`config.mk`:
```
export PLATFORM = sky130hd
export DESIGN_NAME = victim_sel
export DESIGN_NICKNAME = d
export VERILOG_FILES = /design/src/rtl/vs_pkg.sv /design/src/rtl/vs_state_table.sv /design/src/rtl/vs_pick.sv /design/src/rtl/vs_out_stage.sv /design/src/rtl/victim_sel.sv
export SDC_FILE = /design/constraint.sdc
export NUM_CORES = 1
export LEC_CHECK = 0
export ABC_AREA = 1
export CORE_UTILIZATION = 45
export CTS_CLUSTER_DIAMETER = 40
export DETAILED_ROUTE_END_ITERATION = 10
export PLACE_DENSITY = 0.7
export SETUP_SLACK_MARGIN = 0.15
export SLEW_MARGIN = 20
export SYNTH_ARGS = -nofsm -noshare
export SYNTH_HDL_FRONTEND = slang
export SYNTH_SLANG_ARGS = --single-unit
```
`constraint.sdc`:
```
create_clock -name clk -period 12.67 [get_ports clk]
set_input_delay 2.534 -clock clk [delete_from_list [all_inputs] [get_ports clk]]
set_output_delay 2.534 -clock clk [all_outputs]
set_load 0.02 [all_outputs]
```
`src/rtl/vs_pkg.sv`:
```
package vs_pkg;
  typedef enum logic {
    VS_FILL = 1'b0,
    VS_LOCK = 1'b1
  } vs_kind_e;
endpackage

```
`src/rtl/vs_state_table.sv`:
```
// Per-set pinned count and round-robin pointer, one read and one write port.
module vs_state_table #(
  parameter int NUM_SETS = 32,
  parameter int WAY_W    = 5,
  localparam int SET_W   = $clog2(NUM_SETS)
) (
  input  logic             clk,
  input  logic             rst,
  input  logic             clear,
  input  logic [SET_W-1:0] rd_set,
  output logic [WAY_W-1:0] rd_cnt,
  output logic [WAY_W-1:0] rd_ptr,
  input  logic             wr_en,
  input  logic [SET_W-1:0] wr_set,
  input  logic [WAY_W-1:0] wr_cnt,
  input  logic [WAY_W-1:0] wr_ptr
);
  logic [WAY_W-1:0] cnt_q [NUM_SETS];
  logic [WAY_W-1:0] ptr_q [NUM_SETS];

  for (genvar s = 0; s < NUM_SETS; s++) begin : g_set
    logic hit;
    assign hit = wr_en && (wr_set == SET_W'(s));
    always_ff @(posedge clk) begin
      if (rst || clear) begin
        cnt_q[s] <= '0;
        ptr_q[s] <= '0;
      end else if (hit) begin
        cnt_q[s] <= wr_cnt;
        ptr_q[s] <= wr_ptr;
      end
    end
  end

  assign rd_cnt = cnt_q[rd_set];
  assign rd_ptr = ptr_q[rd_set];
endmodule

```
`src/rtl/vs_pick.sv`:
```
// Combinational choice of victim way and next set state.
module vs_pick
  import vs_pkg::*;
#(
  parameter int NUM_WAYS = 32,
  parameter int MAX_LOCK = 28,
  localparam int WAY_W   = $clog2(NUM_WAYS)
) (
  input  vs_kind_e         kind,
  input  logic [WAY_W-1:0] cnt,
  input  logic [WAY_W-1:0] ptr,
  output logic [WAY_W-1:0] way,
  output logic             refuse,
  output logic [WAY_W-1:0] nxt_cnt,
  output logic [WAY_W-1:0] nxt_ptr
);
  localparam logic [WAY_W-1:0] TopWay  = WAY_W'(NUM_WAYS - 1);
  localparam logic [WAY_W-1:0] LockCap = WAY_W'(MAX_LOCK);

  logic [WAY_W-1:0] eff_ptr;

  always_comb begin
    eff_ptr = (ptr < cnt) ? cnt : ptr;
    refuse  = 1'b0;
    nxt_cnt = cnt;
    nxt_ptr = ptr;
    way     = eff_ptr;
    if (kind == VS_LOCK) begin
      way = cnt;
      if (cnt >= LockCap) begin
        refuse = 1'b1;
      end else begin
        nxt_cnt = cnt + WAY_W'(1);
      end
    end else begin
      nxt_ptr = (eff_ptr == TopWay) ? cnt : eff_ptr + WAY_W'(1);
    end
  end
endmodule

```
`src/rtl/vs_out_stage.sv`:
```
// One-entry result register with valid/ready hold and error pulse.
module vs_out_stage #(
  parameter int WAY_W = 5
) (
  input  logic             clk,
  input  logic             rst,
  input  logic             load,
  input  logic [WAY_W-1:0] ld_way,
  input  logic             ld_lock,
  input  logic             ld_err,
  output logic             can_load,
  output logic             out_valid,
  input  logic             out_ready,
  output logic [WAY_W-1:0] out_way,
  output logic             out_lock,
  output logic             out_err
);
  assign can_load = !out_valid || out_ready;

  always_ff @(posedge clk) begin
    if (rst) begin
      out_valid <= 1'b0;
      out_err   <= 1'b0;
      out_way   <= '0;
      out_lock  <= 1'b0;
    end else begin
      out_err <= load && ld_err;
      if (load) begin
        out_valid <= !ld_err;
        if (!ld_err) begin
          out_way  <= ld_way;
          out_lock <= ld_lock;
        end
      end else if (out_ready) begin
        out_valid <= 1'b0;
      end
    end
  end
endmodule

```
`src/rtl/victim_sel.sv`:
```
module victim_sel
  import vs_pkg::*;
#(
  parameter int NUM_SETS = 32,
  parameter int NUM_WAYS = 32,
  parameter int MAX_LOCK = 28,
  localparam int SET_W   = $clog2(NUM_SETS),
  localparam int WAY_W   = $clog2(NUM_WAYS)
) (
  input  logic             clk,
  input  logic             rst,
  input  logic             inval,
  input  logic             req_valid,
  output logic             req_ready,
  input  logic [SET_W-1:0] req_set,
  input  logic             req_lock,
  output logic             vic_valid,
  input  logic             vic_ready,
  output logic [WAY_W-1:0] vic_way,
  output logic             vic_lock,
  output logic             lock_err
);
  logic             can_load;
  logic             accept;
  logic [WAY_W-1:0] cur_cnt, cur_ptr;
  logic [WAY_W-1:0] pick_way, nxt_cnt, nxt_ptr;
  logic             refuse;
  vs_kind_e         kind;

  assign kind      = vs_kind_e'(req_lock);
  assign req_ready = !inval && can_load;
  assign accept    = req_valid && req_ready;

  vs_state_table #(.NUM_SETS(NUM_SETS), .WAY_W(WAY_W)) u_table (
    .clk(clk), .rst(rst), .clear(inval),
    .rd_set(req_set), .rd_cnt(cur_cnt), .rd_ptr(cur_ptr),
    .wr_en(accept && !refuse), .wr_set(req_set),
    .wr_cnt(nxt_cnt), .wr_ptr(nxt_ptr)
  );

  vs_pick #(.NUM_WAYS(NUM_WAYS), .MAX_LOCK(MAX_LOCK)) u_pick (
    .kind(kind), .cnt(cur_cnt), .ptr(cur_ptr),
    .way(pick_way), .refuse(refuse), .nxt_cnt(nxt_cnt), .nxt_ptr(nxt_ptr)
  );

  vs_out_stage #(.WAY_W(WAY_W)) u_out (
    .clk(clk), .rst(rst), .load(accept),
    .ld_way(pick_way), .ld_lock(req_lock), .ld_err(refuse),
    .can_load(can_load), .out_valid(vic_valid), .out_ready(vic_ready),
    .out_way(vic_way), .out_lock(vic_lock), .out_err(lock_err)
  );
endmodule

```
## Word level (Yosys, flattened, before mapping)

Memories as Yosys holds them, arrays and structs flattened.
Cells that the tools add are included.

| cells by class | value |
|---|---|
| $add $sub $neg | 2 |
| $lt $le $gt $ge | 2 |
| equal/unequal tests | 32 |
| mux-type cells | 172 |
| bitwise logic cells | 65 |
| reduce and logical (&&, ||, !) cells | 44 |

Operators with widths:

| cell | count |
|---|---|
| two-way mux 5 bit | 70 |
| two-way mux 1 bit | 102 |
| equality test 5 bit, second input constant | 17 |
| bitwise OR 1 bit | 64 |
| equality test 5 x 4 -> 1 bit, second input constant | 8 |
| logical AND 1 bit | 36 |
| equality test 5 x 3 -> 1 bit, second input constant | 4 |
| adder 5 x 1 -> 5 bit, second input constant | 2 |
| equality test 5 x 2 -> 1 bit, second input constant | 2 |
| equality test 5 x 1 -> 1 bit, second input constant | 1 |
| greater-or-equal comparator 5 bit, second input constant | 1 |
| logical NOT 5 bit | 1 |
| < comparator 5 bit | 1 |
| logical NOT 1 bit | 3 |
| logical OR 1 bit | 2 |
| AND reduction 2 bit | 1 |
| nonzero test 2 bit | 1 |
| NOT 1 bit | 1 |

| word-level totals | value |
|---|---|
| register bits | 8 |
| bits in writable memories | 320 |
| input port bits | 11 |
| output and inout bits | 9 |
| word-level logic and storage cells | 323 |
| memories kept | 2 |

Memory list:

| memory | depth | bits a word | rd ports | clocked after Yosys merged registers in | wr ports | RTL line | RTL |
|---|---|---|---|---|---|---|---|
| u_table.cnt_q | 32 | 5 | 1 | 0 | 32 | vs_state_table.sv:18 | `logic [WAY_W-1:0] cnt_q [NUM_SETS];` |
| u_table.ptr_q | 32 | 5 | 1 | 0 | 32 | vs_state_table.sv:19 | `logic [WAY_W-1:0] ptr_q [NUM_SETS];` |

## Depth between registers and ports, before layout

Gate-level depths: netlist (run 1).
An unclocked memory read counts as a cell.

| depth | value |
|---|---|
| depth in word-level cells | 11 |
| mapped depth | 29 |
| depth with buffers taken out | 25 |

## By module

From an unflattened synthesis (run 1), not the netlist that was laid out.

| second synthesis, totals | value |
|---|---|
| cells, all modules | 1726 |
| area total of the unflattened synthesis | 15864.0 µm² |

By module, submodules not included:

| module | instances | cells an instance | area an instance (µm²) | sequential area each (µm²) |
|---|---|---|---|---|
| vs_state_table | 1 | 1574 | 14953.1 | 9609.2 |
| vs_pick | 1 | 97 | 541.8 | 0.0 |
| vs_out_stage | 1 | 49 | 337.8 | 160.2 |
| victim_sel | 1 | 6 | 31.3 | 0.0 |

## Least setup slack after synthesis (run 1)

No wires, ideal clock.

| timing path | value |
|---|---|
| path type | input port to flip-flop |
| start point | input req_set[0] |
| end point | memory u_table.ptr_q[14][1], data pin |
| library setup time | 0.263 ns |
| arrival time | 6.177 ns |
| required time | 12.407 ns |
| setup slack | 6.230 ns |
| cell stages on the path | 28 |
| path buffers | 6 |
| path through | buf_6 > nand2_2 > inv_4 > buf_6 > buf_4 > buf_6 > buf_2 > a22oi_1 > nand2_1 > a211oi_1 > nand2_1 > o21ai_1 > inv_1 > ha_1 > nand2_1 > nor2_1 > a211oi_1 > nand2_2 > nand2_1 > nand2_1 > nand3_2 > nor2_1 > ha_1 > inv_1 > o21ai_0 > o22ai_2 > buf_2 > nor2_1 |

RTL lines:

| element | RTL line | RTL |
|---|---|---|
| start: declaration | victim_sel.sv:15 | `input logic [SET_W-1:0] req_set,` |
| end: declaration | vs_state_table.sv:19 |  |

==> results.json, run 1 <==
{
  "status": "finished, final reports clean",
  "grt_max_degree": 74,
  "hold_viol_final": 0,
  "synth_fa_ha_area_share_pct": 0.575,
  "min_path_type": "flop to flop",
  "max_cap_violations": 0,
  "drt_iter0_drc": 1358,
  "overflow": 0,
  "crit_slowest_cell": "nand2_2",
  "io_pins": 20,
  "ctsHoldBuffers": 0,
  "die_w_microns": 186,
  "cts_setup_buffers": 0,
  "p_comb_share_pct": 10.4,
  "synth_top_area_share_pct": 63.1,
  "synth_warnings": 0,
  "fin_setup_tns_ps": 0,
  "syn_inst": 1441,
  "portBuffers": 19,
  "tritoncts": "built",
  "syn_to_final_growth_pct": 14.6,
  "clk_path_buf_depth": 3,
  "p_sw_share_pct": 25.1,
  "cellLeakagePower_nw": 6.89,
  "stdcell_count": 1939,
  "max_stage_delay_ps": 700,
  "ir_worst_vdd_mv": 0.100,
  "rows": 67,
  "dp_cells": 1854,
  "drive_gt1_share_pct": 12.1,
  "p_int_mw": 2.12,
  "met3_length_microns": 4210,
  "wire_per_inst_microns": 22.0,
  "fmax_mhz": 118,
  "wl_met1_microns": 17200,
  "start_util_pct": 45.6,
  "num_vias": 11400,
  "dieArea_sq_um": 34600,
  "synth_compound_area_share_pct": 11.2,
  "ys_top_cells_by_area": "edfxtp_1, nand2_1, nor2_1",
  "yosysSeqAreaShare_pct": 64.1,
  "dpl.hpwl_microns": 26100,
  "grt_pass1_wl_microns": 64600,
  "clkPwrFrac_pct": 45.6,
  "grt_pass1_vias": 11000,
  "p_sw_mw": 0.712,
  "synth_cell_types": 38,
  "crit_fanout": 59,
  "seqPwrFrac_pct": 44.0,
  "worstMarginPinSlew_ps": 1050,
  "htreeDepth": 2,
  "endpoint_kind": "flop",
  "cts_buffers": 44,
  "cts-resized-gates": 0,
  "relSlewSlack_pct": 29.3,
  "synth_area_sq_um": 15200,
  "slew_violations": 0,
  "r2r_slack_ps": 7830,
  "finalCriticalPeriod_ps": 8460,
  "whs_ps": 470,
  "worstSkewPairLatency_ps": 550,
  "cp-start-kind": "primary input",
  "syn-num-nets": 1459,
  "worstPathRequired_ps": 12910,
  "synth_top_flop_cell": "edfxtp_1",
  "clkTransAtPathRegs_ps": 60,
  "die_h_microns": 186,
  "nets": 1475,
  "avgSynthCellArea_sq_um": 10.6,
  "synth_top_cell_by_area": "edfxtp_1",
  "cts.sinks": 328,
  "setup_viol": 0,
  "core_sq_um": 33400,
  "diodes": 0,
  "place.gp.congestion": 1.01,
  "period_share_pct": 66.8,
  "synth-simple-area-share_pct": 19.3,
  "drtPass1Iterations": 6,
  "synthMuxAreaShare_pct": 0,
  "routed_wl_microns": 42700,
  "synth_seq_cells": 328,
  "via_per_inst": 5.86,
  "route.detailed.drc": 0,
  "cts_root_buffer": "clkbuf_16",
  "arrival_ps": 8700,
  "top_layer_used": "met4",
  "ys_async_sr_fraction_pct": 0,
  "antenna_found_initial": 1,
  "rsz0062_at_grt": "false",
  "powerDensity_nw_per_um2": 162,
  "met2_length_microns": 19900,
  "synthXorXnorAreaFrac_pct": 0.172,
  "synth_top_family_by_area": "simple AND/OR/NAND/NOR gates",
  "skew_ps": 20.7,
  "crit_type": "primary input to flop",
  "grt_util_all_layers_pct": 25.1,
  "synth_edf_count": 320,
  "antenna_left": 0,
  "total_power_mw": 2.84
}
[Yosys cell counts (all sizes together) (8+ instances only)]
cell    instances
inv            29
buf            70
edfxtp        320
clkbuf         27
o21ai          46
nand4          22
a21oi          91
nand2         348
dfxtp           8
a22oi         124
nand3          20
nor2          314
[flip-flops by register name (all words and copies together), names as in the netlist]
signal           flops
u_out.out_valid      1
u_table.cnt_q      160
u_out.out_lock       1
u_out.out_way        5
u_table.ptr_q      160
u_out.out_err        1
[worst max-delay path, delay by kind of cell]
| kind | cells | cell delay, ps |
|---|---|---|
| AOI/OAI and AO/OA | 4 | 1000 |
| adders and majority gates | 2 | 610 |
| buffers and inverters | 6 | 1850 |
| and+or+nand+nor | 14 | 2620 |
[cells by family after synthesis]
kind of cell               count (synthesis)
xor gates and xnor gates                   3
buffers and inverters                    128
AOI/OAI and AO/OA                        269
DFF                                      328
adders and majority gates                  7
and+or+nand+nor                          706
[layout make-up]
class | count | area (sq um)
Sequential cell | 328 | 9770
Clock inverter | 30 | 389
Clock buffer | 50 | 1140
Timing Repair Buffer | 67 | 638
Tap cell | 448 | 561
Inverter | 31 | 119
Fill cell | 2856 | 16000
Multi-Input combinational cell | 985 | 4840
[metal layers]
layer	up-vias	global-route usage (%)
li1	5094	-
met1	5541	34.3
met2	630	39.3
met3	100	5.32
met4	0	9.54
met5	-	0
[power groups by stage]
stage | Combinational (mW) | Sequential, mW | Clock [mW]
final | 0.294 | 1.25 | 1.29
after global routing | 0.312 | 1.25 | 1.34
after CTS | 0.271 | 1.25 | 1.30
after detailed placement | 0.269 | 1.27 | 0
after global placement | 0.266 | 1.27 | 0
after floorplan | 0.175 | 1.27 | 0
[placed cells by master, fill, tap and decap left out, drive strengths merged]
cell,n
a211oi,2
a21oi,91
a22oi,124
a31oi,4
buf,48
bufinv,8
clkbuf,50
clkdlybuf4s50,19
clkinv,14
clkinvlp,2
dfxtp,8
edfxtp,320
ha,7
inv,37
nand2,348
nand3,20
nand4,22
nor2,314
nor3,1
nor4,1
o211ai,1
o21ai,46
o22ai,1
xnor2,1
xor2,2
[metrics by stage]
step	util, %	setup WS [ps]	area, sq um
6_report	52.2	4210	17500
4_1_cts	51.8	4170	17300
5_1_grt	52.2	3640	17500
3_5_place_dp	47.2	3660	15800
3_3_place_gp	47.2	3740	15800
2_1_floorplan	-	6230	15200
[path summary, 6_finish.rpt]
path | cells past startpoint | endpoint | from
worst max register to register | 19 | u_table.ptr_q[7][2] | u_table.cnt_q[4][4]
worst max-delay path | 26 | u_table.ptr_q[7][2] | req_set[1]
worst min register to register | 2 | u_out.out_lock | u_out.out_lock
worst min-delay path | 2 | u_out.out_lock | u_out.out_lock
Power figures use the tool's default switching activity.
==> run 2: changes to the inputs <==
clock period = 8.1 ns   (was 12.67 ns; I/O delays follow)
==> results.json, run 2 (synthesized netlist as in run 1, its figures left out) <==
{
  "status": "finished, final reports clean",
  "mostFrequentLayoutCell": "nand2_1",
  "route.detailed.drc": 0,
  "nets": 1490,
  "path_common_cell": "nor2_1",
  "cts_root_buffer": "clkbuf_16",
  "crit_slowest_cell": "inv_4",
  "wire_per_inst_microns": 21.8,
  "cellLeakagePower_nw": 6.90,
  "max_cap_violations": 0,
  "cts_buffers": 44,
  "drive_gt1_share_pct": 13.1,
  "via_per_inst": 5.85,
  "diodes": 0,
  "pre_cts_slack_ps": 816,
  "htreeDepth": 2,
  "antenna_left": 0,
  "top_usage_layer": "met2",
  "grt_util_all_layers_pct": 24.8,
  "io_pins": 20,
  "powerDensity_nw_per_um2": 247,
  "layout_setup_ws_ps": 1180,
  "grt.met1_usage_pct": 34.1,
  "overflow": 0,
  "worstMarginPinSlew_ps": 1150,
  "ir_worst_vdd_mv": 0.126,
  "cts_setup_buffers": 0,
  "largest_registers": "u_table.cnt_q x160, u_table.ptr_q x160, u_out.out_way x5",
  "dpl.hpwl_microns": 26900,
  "grt_max_degree": 70,
  "use_met2_pct": 38.9,
  "grt_pass1_wl_microns": 63600,
  "met3_usage_pct": 4.95,
  "syn_to_final_growth_pct": 14.8,
  "drtPass1Iterations": 6,
  "die_h_microns": 186,
  "rows": 67,
  "portBuffers": 19,
  "skew_ps": 18.7,
  "clk_path_buf_depth": 3,
  "max_stage_delay_ps": 640,
  "hold_viol_final": 0,
  "period_share_pct": 85.4,
  "cts-resized-gates": 0,
  "fmax_mhz": 145,
  "worstPathRequired_ps": 8370,
  "cts.sinks": 328,
  "min_path_type": "flop to flop",
  "grt_pass1_vias": 10700,
  "crit_fanout": 69,
  "r2r_slack_ps": 3460,
  "cp-start-kind": "primary input",
  "num_vias": 11400,
  "drt_iter0_drc": 1311,
  "finalCriticalPeriod_ps": 6920,
  "place.gp.congestion": 0.996,
  "placed_area_sq_um": 16000,
  "crit_type": "primary input to flop",
  "ctsHoldBuffers": 0,
  "final_cell_area_sq_um": 17500,
  "routed_wl_microns": 42700,
  "start_util_pct": 45.6,
  "final_cell_mix": "nand2_1, edfxtp_1, nor2_1, a22oi_1, a21oi_1",
  "fin_setup_tns_ps": 0,
  "arrival_ps": 7190,
  "dieArea_sq_um": 34600,
  "relSlewSlack_pct": 22.9,
  "slew_violations": 0,
  "core_sq_um": 33400,
  "setup_viol": 0,
  "rsz0062_at_grt": "false",
  "crit_family": "buffers and inverters",
  "clkTransAtPathRegs_ps": 60,
  "antenna_found_initial": 0,
  "worstSkewPairLatency_ps": 540,
  "endpoint_kind": "flop",
  "path_buf_inv": 6,
  "tritoncts": "built",
  "die_w_microns": 186
}
[run 2: changes by cell type in the layout (fill, tap and decap cells not counted), moves of 2 or more]
cell / change
clkinv_1: -4
clkbuf_1: +3
buf_4: +14
buf_12: +4
clkinv_2: +2
o21ai_0: +5
inv_8: +2
clkinvlp_4: +5
clkinv_4: -3
bufinv_16: -5
o21ai_1: -4
buf_16: -2
[run 2: path summary, 6_finish.rpt]
kind | from | end | cells after the start
worst max-delay path | req_set[1] | u_table.ptr_q[15][1] | 26
worst min-delay path | u_out.out_lock | u_out.out_lock | 2
worst max register to register | u_table.ptr_q[7][4] | u_table.ptr_q[15][1] | 21
worst min register to register | u_out.out_lock | u_out.out_lock | 2
[run 2: power breakdown]
group | total (mW) | switching (mW) | internal [mW]
clock network | 1.91 | 0.761 | 1.14
logic | 0.460 | 0.347 | 0.113
registers | 1.95 | 0.0215 | 1.93
[run 2: final cells by class]
cell class                      count  area (sq um)
Fill cell                        2825         16000
Sequential cell                   328          9770
Multi-Input combinational cell    985          4840
Clock buffer                       54          1170
Timing Repair Buffer               82           753
Tap cell                          448           561
Clock inverter                     28           284
Inverter                           31           119
[run 2: metrics by stage]
step / power, mW / util (%) / cells / hold slack [ps]
global placement: 2.41 / 47.8 / 1872 / 448
global route: 4.43 / 52.3 / 1956 / 500
floorplan: 2.26 / - / 1441 / 537
finish: 4.31 / 52.3 / 1956 / 472
detailed placement: 2.42 / 47.8 / 1872 / 466
CTS: 4.30 / 52.1 / 1954 / 473
[run 2: routing by layer]
metal,wire length [microns],part of all wire [%]
met5,0,0
met4,1590,3.7
met3,4200,9.9
met2,20000,47
met1,16900,40
[run 2: worst register-to-register path: stages (launching register included)]
cell	delay, ps
edfxtp_1	360
a22oi_1	200
nand2_1	180
nand2_1	200
nand4_1	240
o21ai_1	300
inv_1	110
ha_1	300
nand2_1	100
nor2_1	50
a211oi_1	480
nand2_2	190
nand2_1	120
nand2_1	110
nand3_2	120
nor2_1	50
ha_1	280
inv_1	140
o21ai_0	180
o22ai_4	170
buf_4	400
nor2_1	110
